==> src/rtl/relay_ser_pkg.sv <==
package relay_ser_pkg;
  typedef enum logic [1:0] {
    ST_IDLE  = 2'd0,
    ST_SHIFT = 2'd1,
    ST_STRB  = 2'd2
  } xfer_state_t;
endpackage

==> src/rtl/rly_tick_gen.sv <==
module rly_tick_gen #(
  parameter int DIV = 8,
  localparam int CW = (DIV > 1) ? $clog2(DIV) : 1
) (
  input  logic          clk,
  input  logic          rst_n,
  input  logic          run_i,
  input  logic [CW-1:0] lim_i,
  output logic          tick_o
);
  logic [CW-1:0] cnt_q, cnt_d;

  assign tick_o = run_i && (cnt_q == lim_i);

  always_comb begin
    cnt_d = cnt_q;
    if (!run_i)      cnt_d = '0;
    else if (tick_o) cnt_d = '0;
    else             cnt_d = cnt_q + 1'b1;
  end

  always_ff @(posedge clk or negedge rst_n) begin
    if (!rst_n) cnt_q <= '0;
    else        cnt_q <= cnt_d;
  end

  // the divider never passes its wrap limit
  a_r3_cnt_in_range: assert property (@(posedge clk) disable iff (!rst_n)
    run_i |-> (cnt_q <= lim_i));
  // the counter is cleared whenever the divider is stopped
  a_r3_idle_clear: assert property (@(posedge clk) disable iff (!rst_n)
    !run_i |=> (cnt_q == '0));
endmodule

==> src/rtl/rly_shift_reg.sv <==
module rly_shift_reg #(
  parameter int NBITS = 40
) (
  input  logic             clk,
  input  logic             rst_n,
  input  logic             load_i,
  input  logic [NBITS-1:0] load_val_i,
  input  logic             shl_i,
  input  logic             in_bit_i,
  output logic [NBITS-1:0] q_o
);
  logic [NBITS-1:0] sr_q, sr_d;

  always_comb begin
    sr_d = sr_q;
    if (load_i)     sr_d = load_val_i;
    else if (shl_i) sr_d = {sr_q[NBITS-2:0], in_bit_i};
  end

  always_ff @(posedge clk or negedge rst_n) begin
    if (!rst_n) sr_q <= '0;
    else        sr_q <= sr_d;
  end

  assign q_o = sr_q;

  // a load never coincides with a shift
  a_r4_no_load_shift: assert property (@(posedge clk) disable iff (!rst_n)
    !(load_i && shl_i));
endmodule

==> src/rtl/relay_ser_ctrl.sv <==
module relay_ser_ctrl
  import relay_ser_pkg::*;
#(
  parameter int NBITS = 40,
  parameter int DIV   = 8
) (
  input  logic             clk,
  input  logic             rst_n,
  input  logic             start_i,
  input  logic             rd_i,
  input  logic [NBITS-1:0] wr_data_i,
  output logic             busy_o,
  output logic             done_o,
  output logic [NBITS-1:0] rd_data_o,
  output logic             rd_valid_o,
  output logic             rly_clk_o,
  output logic             rly_dat_o,
  output logic             rly_stb_o,
  output logic             rly_en_o,
  output logic             rly_cs_o,
  output logic             rly_rw_o,
  input  logic             io_dat_i
);
  localparam int HALF = DIV / 2;
  localparam int CW   = (DIV > 1) ? $clog2(DIV) : 1;
  localparam int BW   = (NBITS > 1) ? $clog2(NBITS) : 1;

  xfer_state_t      st_q, st_d;
  logic             clk_q, clk_d;
  logic             stb_q, stb_d;
  logic             en_q, en_d;
  logic             busy_q, busy_d;
  logic             done_q, done_d;
  logic             rdv_q, rdv_d;
  logic             rd_q, rd_d;
  logic [BW-1:0]    bcnt_q, bcnt_d;
  logic [NBITS-1:0] rdat_q, rdat_d;

  logic             tick;
  logic [CW-1:0]    lim;
  logic             rise, fall, load, shl;
  logic [NBITS-1:0] sr;

  assign lim = (st_q == ST_STRB) ? CW'(DIV - 1) : CW'(HALF - 1);

  rly_tick_gen #(.DIV(DIV)) u_tick (
    .clk    (clk),
    .rst_n  (rst_n),
    .run_i  (busy_q),
    .lim_i  (lim),
    .tick_o (tick)
  );

  assign rise = (st_q == ST_SHIFT) && tick && !clk_q;
  assign fall = (st_q == ST_SHIFT) && tick &&  clk_q;
  assign load = (st_q == ST_IDLE) && start_i;
  assign shl  = rd_q ? rise : fall;

  rly_shift_reg #(.NBITS(NBITS)) u_sr (
    .clk        (clk),
    .rst_n      (rst_n),
    .load_i     (load),
    .load_val_i (rd_i ? '0 : wr_data_i),
    .shl_i      (shl),
    .in_bit_i   (rd_q & io_dat_i),
    .q_o        (sr)
  );

  always_comb begin
    st_d   = st_q;
    clk_d  = clk_q;
    stb_d  = stb_q;
    en_d   = en_q;
    busy_d = busy_q;
    done_d = 1'b0;
    rdv_d  = 1'b0;
    rd_d   = rd_q;
    bcnt_d = bcnt_q;
    rdat_d = rdat_q;
    unique case (st_q)
      ST_IDLE: begin
        if (start_i) begin
          st_d   = ST_SHIFT;
          busy_d = 1'b1;
          rd_d   = rd_i;
          bcnt_d = '0;
          clk_d  = 1'b0;
        end
      end
      ST_SHIFT: begin
        if (tick) begin
          clk_d = !clk_q;
          if (clk_q) begin
            if (bcnt_q == BW'(NBITS - 1)) begin
              st_d  = ST_STRB;
              stb_d = 1'b1;
              en_d  = 1'b1;
            end else begin
              bcnt_d = bcnt_q + 1'b1;
            end
          end
        end
      end
      ST_STRB: begin
        if (tick) begin
          st_d   = ST_IDLE;
          stb_d  = 1'b0;
          busy_d = 1'b0;
          done_d = 1'b1;
          if (rd_q) begin
            rdv_d  = 1'b1;
            rdat_d = sr;
          end
        end
      end
      default: st_d = ST_IDLE;
    endcase
  end

  always_ff @(posedge clk or negedge rst_n) begin
    if (!rst_n) begin
      st_q   <= ST_IDLE;
      clk_q  <= 1'b0;
      stb_q  <= 1'b0;
      en_q   <= 1'b0;
      busy_q <= 1'b0;
      done_q <= 1'b0;
      rdv_q  <= 1'b0;
      rd_q   <= 1'b0;
      bcnt_q <= '0;
      rdat_q <= '0;
    end else begin
      st_q   <= st_d;
      clk_q  <= clk_d;
      stb_q  <= stb_d;
      en_q   <= en_d;
      busy_q <= busy_d;
      done_q <= done_d;
      rdv_q  <= rdv_d;
      rd_q   <= rd_d;
      bcnt_q <= bcnt_d;
      rdat_q <= rdat_d;
    end
  end

  assign busy_o     = busy_q;
  assign done_o     = done_q;
  assign rd_valid_o = rdv_q;
  assign rd_data_o  = rdat_q;
  assign rly_clk_o  = clk_q;
  assign rly_stb_o  = stb_q;
  assign rly_en_o   = en_q;
  assign rly_cs_o   = busy_q;
  assign rly_rw_o   = busy_q & rd_q;
  assign rly_dat_o  = (st_q == ST_SHIFT) & ~rd_q & sr[NBITS-1];

  // enable never drops once raised
  a_r7_en_sticky: assert property (@(posedge clk) disable iff (!rst_n)
    rly_en_o |=> rly_en_o);
  // enable first rises together with a strobe
  a_r7_en_with_stb: assert property (@(posedge clk) disable iff (!rst_n)
    $rose(rly_en_o) |-> $rose(rly_stb_o));
  // relay clock held low during the strobe
  a_r6_clk_low_stb: assert property (@(posedge clk) disable iff (!rst_n)
    rly_stb_o |-> !rly_clk_o);
  // data steady while the relay clock stays high
  a_r4_dat_stable_high: assert property (@(posedge clk) disable iff (!rst_n)
    (rly_clk_o && $past(rly_clk_o)) |-> $stable(rly_dat_o));
  // done follows the fall of busy, for one cycle
  a_r8_done_after_busy: assert property (@(posedge clk) disable iff (!rst_n)
    done_o |-> (!busy_o && $past(busy_o)));
  a_r8_done_single: assert property (@(posedge clk) disable iff (!rst_n)
    done_o |=> !done_o);
  // read valid only with done
  a_r5_valid_with_done: assert property (@(posedge clk) disable iff (!rst_n)
    rd_valid_o |-> done_o);
  // data line quiet during reads
  a_r10_dat_quiet_read: assert property (@(posedge clk) disable iff (!rst_n)
    rly_rw_o |-> !rly_dat_o);
  // direction held for the whole transaction
  a_r9_rw_stable: assert property (@(posedge clk) disable iff (!rst_n)
    (busy_o && $past(busy_o)) |-> $stable(rly_rw_o));
endmodule

==> config.mk <==
export PLATFORM = sky130hd
export DESIGN_NAME = relay_ser_ctrl
export DESIGN_NICKNAME = d
export VERILOG_FILES = /design/src/rtl/relay_ser_pkg.sv /design/src/rtl/rly_tick_gen.sv /design/src/rtl/rly_shift_reg.sv /design/src/rtl/relay_ser_ctrl.sv
export SDC_FILE = /design/constraint.sdc
export NUM_CORES = 1
export LEC_CHECK = 0
export ABC_AREA = 1
export BUFFER_PORTS_ARGS = -buffer_cell sky130_fd_sc_hd__clkbuf_2
export CAP_MARGIN = 20
export CORE_ASPECT_RATIO = 0.7
export CORE_MARGIN = 2
export CORE_UTILIZATION = 30
export DETAILED_ROUTE_END_ITERATION = 10
export SYNTH_ARGS = -nofsm -noshare
export SYNTH_HDL_FRONTEND = slang
export SYNTH_SLANG_ARGS = --single-unit
==> constraint.sdc <==
create_clock -name clk -period 1.8 [get_ports clk]
set_input_delay 0.09 -clock clk [delete_from_list [all_inputs] [get_ports clk]]
set_output_delay 0.09 -clock clk [all_outputs]
set_load 0.1 [all_outputs]
Yosys cells after proc, flatten, opt, wreduce, memory -nomap -nowiden

Cells that the tools add are included.

Add/subtract/negate cells: 2
Equality and inequality tests: 10
Bitwise logic cells: 5
Mux-type cells: 33
Reduce and logical (&&, ||, !) cells: 19

Operators by type and width:

| operator            | count |
|---|---|
| $mux 40             | 3 |
| $mux 6              | 4 |
| $reduce_and 5->1    | 3 |
| $mux 1              | 13 |
| $pmux 6 s2          | 1 |
| $mux 2              | 5 |
| $ne 2x2->1 const B  | 5 |
| $mux 3              | 3 |
| $reduce_and 3->1    | 3 |
| $reduce_bool 2->1   | 4 |
| $add 6x1->6 const B | 1 |
| $eq 6x6->1 const B  | 1 |
| $pmux 1 s2          | 3 |
| $pmux 2 s3          | 1 |
| $logic_and 1x1->1   | 5 |
| $and 1x1->1         | 4 |
| $reduce_and 4->1    | 1 |
| $add 3x1->3 const B | 1 |
| $eq 3x3->1          | 1 |
| $eq 2x1->1 const B  | 1 |
| $eq 2x2->1 const B  | 1 |
| $logic_not 2->1     | 1 |
| $ne 2x1->1 const B  | 1 |
| $reduce_and 2->1    | 1 |
| other kinds (2)     | 2 |

Output and inout bits: 49
Register bits: 98
Word-level logic and storage cells: 81
Input bits: 45

Longest topological paths before layout

Depth after elaboration: 9
Mapped depth: 10
Depth with buffers taken out: 9

Hierarchy

From an unflattened synthesis, not the netlist that was laid out.

Cells, all modules: 614
Area, all modules: 4,890.9 um^2

Modules (own cells, without submodules):

| module         | area an instance (um^2) | cells each | seq. area each (um^2) | times used |
|---|---|---|---|---|
| relay_ser_ctrl | 2,844.0                 | 367        | 1,376.3               | 1 |
| rly_shift_reg  | 1,859.3                 | 220        | 1,001.0               | 1 |
| rly_tick_gen   | 187.7                   | 27         | 75.1                  | 1 |

Worst setup path before layout

Ideal clock, no wire load.

Kind: register to output
Start point: register st_q[0]
End point: output port rly_dat_o
Path buffers: 0
Data arrival time: 2.050 ns
Required time: 1.710 ns
Setup slack: -0.340 ns
Cell stages (with the launch flop): 5
Cell sequence: dfrtp_1 inv_2 nor2_1 inv_1 nor2_1

Longest elaborated chain between the ends: 3

RTL lines:

| item                      | line                  | text |
|---|---|---|
| start: declaration        | relay_ser_ctrl.sv:28  | `xfer_state_t st_q, st_d;` |
| start signal: assignment  | relay_ser_ctrl.sv:133 | `st_q <= st_d;` |
| $eq 2x1->1                | relay_ser_ctrl.sv:155 | `assign rly_dat_o = (st_q == ST_SHIFT) & ~rd_q & sr[NBITS-1];` |
| $and 1x1->1 (2 in series) | relay_ser_ctrl.sv:155 |  |
| end: declaration          | relay_ser_ctrl.sv:17  | `output logic rly_dat_o,` |

Every way passes these cells.

Final worst setup path

Start point: register st_q[0]
End point: register rdat_q[13] (netlist: rd_data_o[13])

Longest elaborated chain between the ends: 5

RTL lines:

| item                                | line                                       | text |
|---|---|---|
| $eq 2x2->1 *                        | relay_ser_ctrl.sv:44, relay_ser_ctrl.sv:80 |  |
| $mux 3                              | relay_ser_ctrl.sv:44                       | `assign lim = (st_q == ST_STRB) ? CW'(DIV - 1) : CW'(HALF - 1);` |
| $eq 3x3->1                          | rly_tick_gen.sv:13                         | `assign tick_o = run_i && (cnt_q == lim_i);` |
| $logic_and 1x1->1                   | rly_tick_gen.sv:13                         |  |
| $reduce_and 3->1 (no source line) * | --                                         |  |
| end signal: assignment              | relay_ser_ctrl.sv:142                      | `rdat_q <= rdat_d;` |
| end: declaration                    | relay_ser_ctrl.sv:37                       | `logic [NBITS-1:0] rdat_q, rdat_d;` |

Mark *: on every way between the ends. The rest lies on a longest branch, timed or not.
A chain may end at the register's enable or synchronous reset.

==> Implementation_results.wiki <==
{| class="wikitable"
! Metric !! Value
|-
| Routed via count || a little under 4,000
|-
| Buffers added on ports || 93
|-
| GR Util All Layers || 0.155
|-
| Post-route clock period utilization || 0.914
|-
| Clock latency on the worst-skew pair || 0.35 ns
|-
| List of cells traversed by the critical path || inv_2, nand2_4, nand2_1, nand3_4, nor2_8, nand2_4, buf_4, nand2_1, nand2_1
|-
| Worst-path clk slew || 0.07 ns
|-
| Vias in the first global route || 3,693
|-
| Drt initial violations || 367
|-
| Worst setup EP type || flop
|-
| P&R area growth vs syn || 22.8%
|-
| Area of all placed cells without fillers || around 5600 µm²
|-
| Final setup violating endpoints || 0
|-
| Top fanout value on the critical path || 21
|-
| Core Util, Final || 0.379
|-
| Remaining antenna violation count after routing || 0
|-
| Slowest cell on the critical path || sky130_fd_sc_hd__dfrtp_1
|-
| Pre-Repair DR Iteration Count || 4
|-
| Power density of the placed cells || 787 nW/µm²
|-
| Crit path DAT || 1.88 ns
|-
| Final Skew || 0.00515 ns
|-
| Largest cells by area after synthesis || sky130_fd_sc_hd__dfrtp_1 54%, sky130_fd_sc_hd__nand2_1 21%, sky130_fd_sc_hd__nand3_1 6.8%, sky130_fd_sc_hd__a21boi_0 4.0%, sky130_fd_sc_hd__o21ai_1 2.9%
|-
| Unrepaired setup endpoints after global routing || false
|-
| Initial Utilization || 0.309
|-
| Switching share of power || 0.211
|-
| Syn_area_per_cell || between 8 and 9 µm²
|-
| Share of the synthesized area in the top cell type || 0.538
|-
| Endpoint required time on the critical path || around 2 ns
|-
| Reg power frac || 0.503
|-
| Core Area || 14,800 µm²
|-
| Proportion of power drawn by the clock network || 0.470
|-
| Global placement routability congestion || ~0.84
|-
| Post-placement worst setup slack || approximately 0.14 ns
|-
| CTS H-tree lvls || 3
|-
| Most common library cell in the layout ignoring fill and taps || sky130_fd_sc_hd__nand2_1
|-
| Count of clock tree sinks || between 90 and 100
|-
| Syn nets || between 500 and 600
|-
| Worst vdd rail ir drop || 495 µV
|-
| Path type of the worst min-delay path || input port to flop
|-
| Sequential area share after synthesis || 0.538
|-
| Root Buffer Master || sky130_fd_sc_hd__clkbuf_16
|-
| Max stage delay on crit path || 0.41 ns
|-
| Transition time at the pin with the least slew margin || 0.573 ns
|-
| Outcome || finished, final reports clean
|-
| Overall routed net length || 11,900 µm
|-
| Total power draw || 4.40 mW
|-
| Worst max-slew margin expressed relative to the limit || 0.619
|-
| Die Wd || 151 µm
|-
| Min Tclk post-route || 1.64 ns
|-
| Fraction of final layout cells with drive strength greater than 1 || 0.222
|-
| Final Hold Fails || 0
|-
| F_max || 608 MHz
|-
| DP Wirelength || 8420 µm
|-
| Setup slack after layout || 0.155 ns
|-
| Cell seen most often among critical-path stages || sky130_fd_sc_hd__nand2_1
|-
| Number of nets in the finished design || 681
|-
| Total clock buffers created by CTS || 9
|-
| IO Count || 94
|-
| Net load switching power || ~0.93 mW
|-
| Worst-case register-to-register setup slack || 0.16 ns
|-
| Top library cells by usage in the layout, fill and taps aside || 248 x sky130_fd_sc_hd__nand2_1, 94 x sky130_fd_sc_hd__dfrtp_1, 90 x sky130_fd_sc_hd__clkbuf_2, 62 x sky130_fd_sc_hd__nand3_1, 26 x sky130_fd_sc_hd__o21ai_1
|-
| Final count of pins violating max slew || 0
|-
| Yosys warnings || 0
|-
| Diodes inserted || 0
|-
| Die ar. || 16,200 µm²
|-
| Die extent in y || around 110 µm
|-
| Gr ovfl total || 0
|-
| Synth Instances || 546
|-
| Crit start category || flop
|-
| Number of distinct library cells after synthesis || 28
|-
| Max-cap violations || 0
|-
| Via-per-instance ratio || 4.64
|-
| Antenna violations before repair || 0
|-
| Pin count of the biggest net entering global routing || between 50 and 60
|-
| Post-Route Setup TNS || 0 ns
|-
| Power share of the combinational group || 0.027
|-
| CTS tree || done
|-
| Clock tree buffer depth || 2
|-
| Number of buffers added for setup after CTS || 0
|-
| Total placed instance area || 5260 µm²
|-
| Critical path start-end classification || flop to flop
|-
| Netlist area before placement || 4560 µm²
|-
| Std cell rows || 37
|-
| Total leakage power || 3.09 nW
|-
| Number of synthesized register bits || 98
|-
| Internal Dissipation || 3.48 mW
|-
| Wire length of the first global-routing pass || between 15,000 and 20,000 µm
|-
| Remaining design rule violation count || 0
|-
| Routed wire per std cell || 14.3 µm
|-
| Cell type with the highest aggregate area in the netlist || sky130_fd_sc_hd__dfrtp_1
|}
cell type report:
cell class / count / area (µm²)
timing repair buffer: 109 / 687
tap: 195 / 244
multi-input combinational: 400 / 1830
inverter: 16 / 60.1
clock buffer: 9 / 225
sequential: 98 / 2460
clock inverter: 7 / 92.6
fill: 1515 / 9170
cell usage after synthesis, drive strengths merged:
| cell | count |
|---|---|
| nand2 | 252 |
| nand3 | 65 |
| ha | 2 |
| inv | 16 |
| nand3b | 2 |
| dfrtp | 98 |
| nand4 | 2 |
| clkbuf | 9 |
| o21ai | 31 |
| a21oi | 2 |
| buf | 23 |
| nor3 | 1 |
| nor2 | 16 |
| xnor2 | 1 |
| a21boi | 26 |
repair_timing:
action | 4_1_cts | 5_1_grt
hold endpoints to repair | 98 | 0
resized for setup | 0 | 4
setup endpoints to repair | 0 | 8
hold buffers | 1 | 0
power by group through the flow:
stage / clock network (mW) / logic [mW] / registers, mW
floorplan: 0 / 0.0136 / 2.25
global placement: 0 / 0.123 / 2.26
detailed placement: 0 / 0.125 / 2.26
CTS: 2.12 / 0.127 / 2.21
global route: 2.23 / 0.138 / 2.21
finish: 2.07 / 0.121 / 2.21
cells by family (layout without fill, tap and decap cells):
logic type                 after synthesis  count (layout)  share of synthesized area
DFF                                     98              98                      0.538
buffers and inverters                   48             141                     0.0615
adders and majority gates                2               2                    0.00549
and+or+nand+nor                        338             338                      0.314
xor gates and xnor gates                 1               1                    0.00192
AOI/OAI and AO/OA                       59              59                     0.0791
registers in the layout, indices dropped and copies added, names as in the netlist:
name,count
rly_stb_o,1
u_tick.cnt_q,3
rd_data_o,40
st_q,2
rd_valid_o,1
busy_o,1
done_o,1
rly_en_o,1
u_sr.q_o,40
rd_q,1
rly_clk_o,1
bcnt_q,6
path summary, 6_finish.rpt:
kind                                   end            start  cells past startpoint
min                           u_sr.q_o[10]    wr_data_i[10]                      3
max reg2reg                  rd_data_o[13]          st_q[0]                      9
max in group asynchronous    rd_data_o[26]            rst_n                      3
min in group asynchronous      u_sr.q_o[1]            rst_n                      2
min reg2reg                u_tick.cnt_q[0]  u_tick.cnt_q[0]                      1
max                          rd_data_o[13]          st_q[0]                      9
through the flow:
stage	instances	hold slack, ns
6_report	834	0.0219
5_1_grt	834	0.0263
4_1_cts	834	0.0160
3_5_place_dp	817	-0.0340
3_3_place_gp	817	-0.0347
2_1_floorplan	546	-0.206
worst max-delay path: cells and delay by family, from the launching register on:
kind          cells  cell delay, ns
buf+inv           2            0.35
flops             1            0.41
simple gates      7            0.77
routing by layer:
layer  GRT usage  routed length (µm)  vias to the layer above
met4      0.0360                  91                        0
met3      0.0451                 952                       10
li1            -                   -                     1919
met5           0                   0                        -
met1       0.229                5870                     1831
met2       0.222                5030                      110
Power figures use the tool's default switching activity.
